<file path="src/rtl/sched_pkg.sv">
package sched_pkg;

  typedef enum logic [2:0] {
    OPC_ADD = 3'd0,
    OPC_SUB = 3'd1,
    OPC_MUL = 3'd2,
    OPC_DIV = 3'd3,
    OPC_LD  = 3'd4
  } opc_e;

  typedef enum logic [2:0] {
    SL_FREE = 3'd0,
    SL_WAIT = 3'd1,
    SL_EXEC = 3'd2,
    SL_RDY  = 3'd3,
    SL_DONE = 3'd4
  } slot_st_e;

endpackage

</file>
<file path="src/rtl/sched_rename.sv">
module sched_rename #(
  parameter int NREG  = 16,
  parameter int REG_W = 4,
  parameter int TAG_W = 3
) (
  input  logic             clk,
  input  logic             rst_n,
  input  logic [REG_W-1:0] rd_a_reg,
  output logic             rd_a_busy,
  output logic [TAG_W-1:0] rd_a_tag,
  input  logic [REG_W-1:0] rd_b_reg,
  output logic             rd_b_busy,
  output logic [TAG_W-1:0] rd_b_tag,
  input  logic             wr_en,
  input  logic [REG_W-1:0] wr_reg,
  input  logic [TAG_W-1:0] wr_tag,
  input  logic             clr_en,
  input  logic [REG_W-1:0] clr_reg,
  input  logic [TAG_W-1:0] clr_tag
);

  logic             busy_q [NREG];
  logic [TAG_W-1:0] tag_q  [NREG];
  logic             busy_d [NREG];
  logic [TAG_W-1:0] tag_d  [NREG];

  assign rd_a_busy = busy_q[rd_a_reg];
  assign rd_a_tag  = tag_q[rd_a_reg];
  assign rd_b_busy = busy_q[rd_b_reg];
  assign rd_b_tag  = tag_q[rd_b_reg];

  always_comb begin
    for (int r = 0; r < NREG; r++) begin
      busy_d[r] = busy_q[r];
      tag_d[r]  = tag_q[r];
    end
    // release only if the mapping still names the retiring tag
    if (clr_en && busy_q[clr_reg] && (tag_q[clr_reg] == clr_tag))
      busy_d[clr_reg] = 1'b0;
    // a new mapping in the same cycle takes precedence
    if (wr_en) begin
      busy_d[wr_reg] = 1'b1;
      tag_d[wr_reg]  = wr_tag;
    end
  end

  always_ff @(posedge clk or negedge rst_n) begin
    if (!rst_n) begin
      for (int r = 0; r < NREG; r++) begin
        busy_q[r] <= 1'b0;
        tag_q[r]  <= '0;
      end
    end else begin
      for (int r = 0; r < NREG; r++) begin
        busy_q[r] <= busy_d[r];
        tag_q[r]  <= tag_d[r];
      end
    end
  end

endmodule

</file>
<file path="src/rtl/sched_bus_arb.sv">
module sched_bus_arb #(
  parameter int DEPTH = 8,
  parameter int TAG_W = 3
) (
  input  logic [DEPTH-1:0] want,
  input  logic [TAG_W-1:0] head,
  output logic [DEPTH-1:0] grant,
  output logic             bus_v,
  output logic [TAG_W-1:0] bus_tag
);

  logic [TAG_W-1:0] idx;

  // scan from the head so the oldest requester wins
  always_comb begin
    bus_v   = 1'b0;
    bus_tag = '0;
    idx     = '0;
    for (int k = 0; k < DEPTH; k++) begin
      idx = head + TAG_W'(k);
      if (!bus_v && want[idx]) begin
        bus_v   = 1'b1;
        bus_tag = idx;
      end
    end
    grant = '0;
    if (bus_v) grant[bus_tag] = 1'b1;
  end

endmodule

</file>
<file path="src/rtl/sched_slot.sv">
module sched_slot
  import sched_pkg::*;
#(
  parameter int TAG_W = 3,
  parameter int REG_W = 4,
  parameter int VAL_W = 8,
  parameter int CNT_W = 4
) (
  input  logic             clk,
  input  logic             rst_n,
  input  logic             alloc,
  input  logic [CNT_W-1:0] alloc_lat,
  input  logic [REG_W-1:0] alloc_dst,
  input  logic [VAL_W-1:0] alloc_val,
  input  logic             alloc_pa,
  input  logic [TAG_W-1:0] alloc_ta,
  input  logic             alloc_pb,
  input  logic [TAG_W-1:0] alloc_tb,
  input  logic             bus_v,
  input  logic [TAG_W-1:0] bus_tag,
  input  logic             grant,
  input  logic             retire,
  output logic             want_bus,
  output logic             done,
  output logic [REG_W-1:0] dst,
  output logic [VAL_W-1:0] val
);

  slot_st_e         st_q, st_d;
  logic [CNT_W-1:0] rem_q, rem_d;
  logic             pa_q, pa_d, pb_q, pb_d;
  logic [TAG_W-1:0] ta_q, ta_d, tb_q, tb_d;
  logic [REG_W-1:0] dst_q, dst_d;
  logic [VAL_W-1:0] val_q, val_d;
  logic             wa, wb;

  assign want_bus = (st_q == SL_RDY);
  assign done     = (st_q == SL_DONE);
  assign dst      = dst_q;
  assign val      = val_q;

  always_comb begin
    st_d  = st_q;
    rem_d = rem_q;
    pa_d  = pa_q;
    pb_d  = pb_q;
    ta_d  = ta_q;
    tb_d  = tb_q;
    dst_d = dst_q;
    val_d = val_q;
    wa    = pa_q && !(bus_v && (bus_tag == ta_q));
    wb    = pb_q && !(bus_v && (bus_tag == tb_q));
    case (st_q)
      SL_FREE: if (alloc) begin
        dst_d = alloc_dst;
        val_d = alloc_val;
        ta_d  = alloc_ta;
        tb_d  = alloc_tb;
        pa_d  = alloc_pa;
        pb_d  = alloc_pb;
        rem_d = alloc_lat;
        st_d  = (alloc_pa || alloc_pb) ? SL_WAIT : SL_EXEC;
      end
      SL_WAIT: begin
        pa_d = wa;
        pb_d = wb;
        if (!wa && !wb) st_d = SL_EXEC;
      end
      SL_EXEC: begin
        if (rem_q <= CNT_W'(1)) st_d = SL_RDY;
        else                    rem_d = rem_q - CNT_W'(1);
      end
      SL_RDY:  if (grant)  st_d = SL_DONE;
      SL_DONE: if (retire) st_d = SL_FREE;
      default: st_d = SL_FREE;
    endcase
  end

  always_ff @(posedge clk or negedge rst_n) begin
    if (!rst_n) begin
      st_q  <= SL_FREE;
      rem_q <= '0;
      pa_q  <= 1'b0;
      pb_q  <= 1'b0;
      ta_q  <= '0;
      tb_q  <= '0;
      dst_q <= '0;
      val_q <= '0;
    end else begin
      st_q  <= st_d;
      rem_q <= rem_d;
      pa_q  <= pa_d;
      pb_q  <= pb_d;
      ta_q  <= ta_d;
      tb_q  <= tb_d;
      dst_q <= dst_d;
      val_q <= val_d;
    end
  end

endmodule

</file>
<file path="src/rtl/ooo_sched.sv">
module ooo_sched
  import sched_pkg::*;
#(
  parameter int DEPTH   = 8,
  parameter int NREG    = 16,
  parameter int VAL_W   = 8,
  parameter int CNT_W   = 4,
  parameter int LAT_ADD = 2,
  parameter int LAT_MUL = 6,
  parameter int LAT_DIV = 12,
  parameter int LAT_LD  = 4,
  localparam int TAG_W  = $clog2(DEPTH),
  localparam int REG_W  = $clog2(NREG)
) (
  input  logic             clk,
  input  logic             rst_n,
  input  logic             iss_valid,
  input  logic [2:0]       iss_op,
  input  logic [REG_W-1:0] iss_dst,
  input  logic [REG_W-1:0] iss_src_a,
  input  logic [REG_W-1:0] iss_src_b,
  output logic             iss_stall,
  output logic             cmt_valid,
  output logic [TAG_W-1:0] cmt_tag,
  output logic [REG_W-1:0] cmt_dst,
  output logic [VAL_W-1:0] cmt_val
);

  // DEPTH must be a power of two so the pointers wrap naturally
  logic [TAG_W:0]   cnt_q, cnt_d;
  logic [TAG_W-1:0] head_q, head_d, tail_q, tail_d;
  logic [VAL_W-1:0] seq_q, seq_d;

  logic             iss_fire;
  logic [CNT_W-1:0] iss_lat;
  logic             a_busy, b_busy, a_pend, b_pend;
  logic [TAG_W-1:0] a_tag, b_tag;

  logic [DEPTH-1:0] want_v, grant_v, done_v;
  logic [REG_W-1:0] slot_dst [DEPTH];
  logic [VAL_W-1:0] slot_val [DEPTH];
  logic             bus_v;
  logic [TAG_W-1:0] bus_tag;

  always_comb begin
    case (opc_e'(iss_op))
      OPC_MUL: iss_lat = CNT_W'(LAT_MUL);
      OPC_DIV: iss_lat = CNT_W'(LAT_DIV);
      OPC_LD:  iss_lat = CNT_W'(LAT_LD);
      default: iss_lat = CNT_W'(LAT_ADD);
    endcase
  end

  assign iss_stall = (cnt_q == (TAG_W+1)'(DEPTH));
  assign iss_fire  = iss_valid && !iss_stall;
  assign cmt_valid = done_v[head_q];
  assign cmt_tag   = head_q;
  assign cmt_dst   = slot_dst[head_q];
  assign cmt_val   = slot_val[head_q];

  // a source is still missing unless its producer is done or broadcasting now
  assign a_pend = a_busy && !done_v[a_tag] && !(bus_v && (bus_tag == a_tag));
  assign b_pend = b_busy && !done_v[b_tag] && !(bus_v && (bus_tag == b_tag));

  sched_rename #(.NREG(NREG), .REG_W(REG_W), .TAG_W(TAG_W)) u_rename (
    .clk       (clk),
    .rst_n     (rst_n),
    .rd_a_reg  (iss_src_a),
    .rd_a_busy (a_busy),
    .rd_a_tag  (a_tag),
    .rd_b_reg  (iss_src_b),
    .rd_b_busy (b_busy),
    .rd_b_tag  (b_tag),
    .wr_en     (iss_fire),
    .wr_reg    (iss_dst),
    .wr_tag    (tail_q),
    .clr_en    (cmt_valid),
    .clr_reg   (cmt_dst),
    .clr_tag   (head_q)
  );

  sched_bus_arb #(.DEPTH(DEPTH), .TAG_W(TAG_W)) u_arb (
    .want    (want_v),
    .head    (head_q),
    .grant   (grant_v),
    .bus_v   (bus_v),
    .bus_tag (bus_tag)
  );

  for (genvar i = 0; i < DEPTH; i++) begin : g_slot
    sched_slot #(.TAG_W(TAG_W), .REG_W(REG_W), .VAL_W(VAL_W), .CNT_W(CNT_W)) u_slot (
      .clk       (clk),
      .rst_n     (rst_n),
      .alloc     (iss_fire && (tail_q == TAG_W'(i))),
      .alloc_lat (iss_lat),
      .alloc_dst (iss_dst),
      .alloc_val (seq_q),
      .alloc_pa  (a_pend),
      .alloc_ta  (a_tag),
      .alloc_pb  (b_pend),
      .alloc_tb  (b_tag),
      .bus_v     (bus_v),
      .bus_tag   (bus_tag),
      .grant     (grant_v[i]),
      .retire    (cmt_valid && (head_q == TAG_W'(i))),
      .want_bus  (want_v[i]),
      .done      (done_v[i]),
      .dst       (slot_dst[i]),
      .val       (slot_val[i])
    );
  end

  always_comb begin
    cnt_d  = cnt_q;
    head_d = head_q;
    tail_d = tail_q;
    seq_d  = seq_q;
    if (iss_fire) begin
      tail_d = tail_q + TAG_W'(1);
      seq_d  = seq_q + VAL_W'(1);
    end
    if (cmt_valid) head_d = head_q + TAG_W'(1);
    case ({iss_fire, cmt_valid})
      2'b10:   cnt_d = cnt_q + (TAG_W+1)'(1);
      2'b01:   cnt_d = cnt_q - (TAG_W+1)'(1);
      default: cnt_d = cnt_q;
    endcase
  end

  always_ff @(posedge clk or negedge rst_n) begin
    if (!rst_n) begin
      cnt_q  <= '0;
      head_q <= '0;
      tail_q <= '0;
      seq_q  <= '0;
    end else begin
      cnt_q  <= cnt_d;
      head_q <= head_d;
      tail_q <= tail_d;
      seq_q  <= seq_d;
    end
  end

endmodule

</file>
<file path="config.mk">
export PLATFORM = sky130hd
export DESIGN_NAME = ooo_sched
export DESIGN_NICKNAME = d
export VERILOG_FILES = /design/src/rtl/sched_pkg.sv /design/src/rtl/sched_rename.sv /design/src/rtl/sched_bus_arb.sv /design/src/rtl/sched_slot.sv /design/src/rtl/ooo_sched.sv
export SDC_FILE = /design/constraint.sdc
export NUM_CORES = 1
export LEC_CHECK = 0
export CAP_MARGIN = 20
export CELL_PAD_IN_SITES_DETAIL_PLACEMENT = 1
export CELL_PAD_IN_SITES_GLOBAL_PLACEMENT = 2
export CORE_MARGIN = 2
export CORE_UTILIZATION = 45
export DETAILED_ROUTE_END_ITERATION = 10
export DONT_BUFFER_PORTS = 1
export PLACE_DENSITY = 0.82
export SLEW_MARGIN = 20
export SYNTH_ARGS = -nofsm -noshare
export SYNTH_HDL_FRONTEND = slang
export SYNTH_SLANG_ARGS = --single-unit
export TNS_END_PERCENT = 10
</file>
<file path="constraint.sdc">
create_clock -name clk -period 13.79 [get_ports clk]
set_input_delay 2.0685 -clock clk [delete_from_list [all_inputs] [get_ports clk]]
set_output_delay 2.0685 -clock clk [all_outputs]
set_load 0.005 [all_outputs]
</file>
==> flow_summary.toml <==
[sta]
maxSlewHeadroom_pct = 28.9
worstMarginPinSlew_ns = 1.07
fin_worst_skew_ns = 0.0175
timing_hold_violations_final = 0
period_minus_slack_ns = 5.92
worst_slack_ns = 7.87
max_freq_ghz = 0.169
rsz0062_at_grt = "false"
finalSetupViolCount = 0
post-route-period-util_pct = 42.9
setup_tns_ns = 0
slew_violations = 0

[power_and_ir_drop]
power.leakage_nw = 8.50
pwr_density_cell_nw_per_um2 = 307
vdd_drop_max_uv = 231

[setup_path]
reg2reg_to = "g_slot[0].u_slot.st_q[0]$_DFFE_PN0P_"
cp_slowest_cell = "ha_1"
cp.required_ns = 14.22
start_kind = "register"
r2r-start = "cmt_tag[0]$_DFFE_PN0P_"
endpoint_kind = "register"
cpMostUsedCell = "buf_4"
cp_top_family = "compound AO/OA/AOI/OAI gates"
worst-path-buf-inv = 3
rrSetupSlack_ns = 7.87
cp_data_arrival_time_ns = 6.35
criticalPathCategory = "reg2reg"
cp_max_fo = 52
slowest_delay_ns = 0.86
rr_worst_depth = 15
crit_chain = "buf_4 -> inv_2 -> ha_1 -> nand3b_1 -> o32ai_1 -> a21oi_1 -> and4_1 -> nand2_1 -> o221ai_2 -> buf_4 -> xnor2_1 -> o2111ai_1 -> a21oi_2 -> o21ai_0 -> a211o_1"

[clock_tree]
cts_buffer_depth = 3
cts_buffers = 37
clk_pin_slew_ns = 0.06
clock_latency_ns = 0.56
cts_setup_buffers = 0
cts_tree = "done"
htreeDepth = 2
clockRootBuffer = "clkbuf_16"
post_cts_resized = 0
hold_buffers = 0
cts_sinks = 298

[placed_design]
post-place-ws_ns = 7.90
gp_congestion = 0.901
portBuffers = 0
placed_cells = 2184
placed_area_um2 = 17800
dp_hpwl_um = 37200

[synthesis]
synth_edf_count = 0
yosys.area.top_type = "dfrtp_1"
post-synth-top-count-cell = "nand2_1"
synthFlopType = "dfrtp_1"
ys_types = 93
netlist.area_leader.share_pct = 42.7
yosysWarnings = 0
synth_area_leaders = "dfrtp_1 43%, mux4_2 10%, nand2_1 8.5%"
synth_common_cells = "393 x nand2_1, 298 x dfrtp_1, 153 x o21ai_0"
syn_inst = 1752
synth-seq-cells = 298
seq_area_frac_synth_pct = 42.7
async_flop_share_pct = 100
syn-num-nets = 1805
avgSynthCellArea_um2 = 9.96
netlist_area_um2 = 17500

[route]
drt_wl_total_um = 55000
drc = 0
drt_iter0_drc = 870
avgRoutedWirePerCell_um = 24.5
vias = 13600
ant_nets = 0
routed_via_density = 6.05
drtPass1Iterations = 5

[floorplanning]
design.core.area_um2 = 38500
die_h_um = 201
dieArea_um2 = 40400
pin_count = 35
die_w_um = 201
start_util_pct = 45.4
row_count = 72

[flow_run]
maxCapViolCount = 0

[cells_and_area]
final_core_util_pct = 49.4
stdcell_area_um2 = 19000
layout.nets = 1758
insertedDiodeCount = 0
fillers = 4260
fin_cells = 2247
layout-drive-gt1-share_pct = 15.3
area_growth_pct = 8.88

[hold_path]
hold_path_class = "reg2reg"
holdPathEnd = "cnt_q[3]$_DFFE_PN0P_"
min_path_cells = 1
hold_start = "cnt_q[3]$_DFFE_PN0P_"

[status]
outcome = "complete, no violations"

[global_route]
grt-ovfl-total = 0
antenna_found_initial = 0
grt_pass1_vias = 14900
grt.total_usage_pct = 28.1
grt_pass1_wl_um = 88100
grt_max_degree = 299
==> cell usage in the layout, fill, tap and decap left out, types with 10 or more instances in the layout <==
master,count
nand2_1,393
dfrtp_1,296
o21ai_0,153
mux4_2,79
mux2_2,73
mux2i_1,69
nor2_1,60
a21oi_1,59
inv_1,46
xnor2_1,42
nand3_1,42
clkbuf_16,38
ha_1,34
nor3_1,27
buf_4,22
o31ai_1,13
o22ai_1,13
a31oi_1,12
nand3b_1,11
nor2b_1,10
xor2_1,10
o21a_1,10
==> per-layer routing <==
layer / share of wire, % / vias to the layer above / global-route usage, %
li1: - / 6158 / -
met1: 42 / 7064 / 35.7
met2: 50 / 273 / 48.2
met3: 4.4 / 100 / 4.72
met4: 3.5 / 0 / 10.5
met5: 0 / - / 0
==> area by class of cell <==
| class | count | area [µm²] | share of cell area [%] |
|---|---|---|---|
| clock inverters | 9 | 109 | 0.573 |
| flip-flops and latches | 298 | 7460 | 39.3 |
| repair buffers | 22 | 165 | 0.869 |
| clock buffers | 54 | 1080 | 5.69 |
| inverters | 50 | 188 | 0.988 |
| multi-input cells | 1296 | 9350 | 49.2 |
| well taps | 518 | 648 | 3.41 |
==> power breakdown <==
| group | switching [W] | internal, W |
|---|---|---|
| Clock | 0.000390 | 0.000580 |
| Combinational | 0.00203 | 0.00127 |
| Sequential | 0.000348 | 0.00122 |
| Total | 0.00277 | 0.00306 |
==> worst max path at each step <==
| stage | start | endpoint | slack, ns | cells past startpoint |
|---|---|---|---|---|
| after CTS | cmt_tag[0]$_DFFE_PN0P_ | g_slot[0].u_slot.st_q[0]$_DFFE_PN0P_ | 7.87 | 15 |
| after global placement | cmt_tag[0]$_DFFE_PN0P_ | g_slot[0].u_slot.st_q[0]$_DFFE_PN0P_ | 8.10 | 15 |
| after detailed placement | cmt_tag[0]$_DFFE_PN0P_ | g_slot[0].u_slot.st_q[0]$_DFFE_PN0P_ | 7.90 | 15 |
| final | cmt_tag[0]$_DFFE_PN0P_ | g_slot[0].u_slot.st_q[0]$_DFFE_PN0P_ | 7.87 | 15 |
| after floorplan | iss_src_a[0] | g_slot[2].u_slot.st_q[1]$_DFFE_PN0P_ | 8.44 | 11 |
| after global routing | cmt_tag[0]$_DFFE_PN0P_ | g_slot[0].u_slot.st_q[0]$_DFFE_PN0P_ | 7.37 | 15 |
==> sequential cells by signal, indices dropped and copies added (netlist names), 4 cells and up <==
signal,flops
g_slot.u_slot.ta_q,24
g_slot.u_slot.st_q,24
cnt_q,4
seq_q,8
g_slot.u_slot.pb_q,8
g_slot.u_slot.pa_q,8
g_slot.u_slot.dst,32
u_rename.busy_q,16
g_slot.u_slot.val,64
g_slot.u_slot.rem_q,32
g_slot.u_slot.tb_q,24
u_rename.tag_q,48
==> per-stage QoR <==
stage                     hold slack (ns)  power, W
after floorplan                     0.434   0.00394
after global placement              0.447   0.00472
after detailed placement            0.461   0.00483
after CTS                           0.472   0.00584
after global routing                0.499   0.00625
final                               0.468   0.00583
==> kinds of logic after synthesis <==
kind of cell             after synthesis  synth area share [%]
AND/OR/NAND/NOR                      628                  16.5
AO/OA/AOI/OAI                        357                  12.6
flip-flops                           298                  42.7
multiplexers                         224                  19.0
buffers and inverters                158                  3.98
XOR/XNOR                              52                  2.61
adder cells (fa/ha/maj)               35                  2.55
Power figures use the tool's default switching activity.
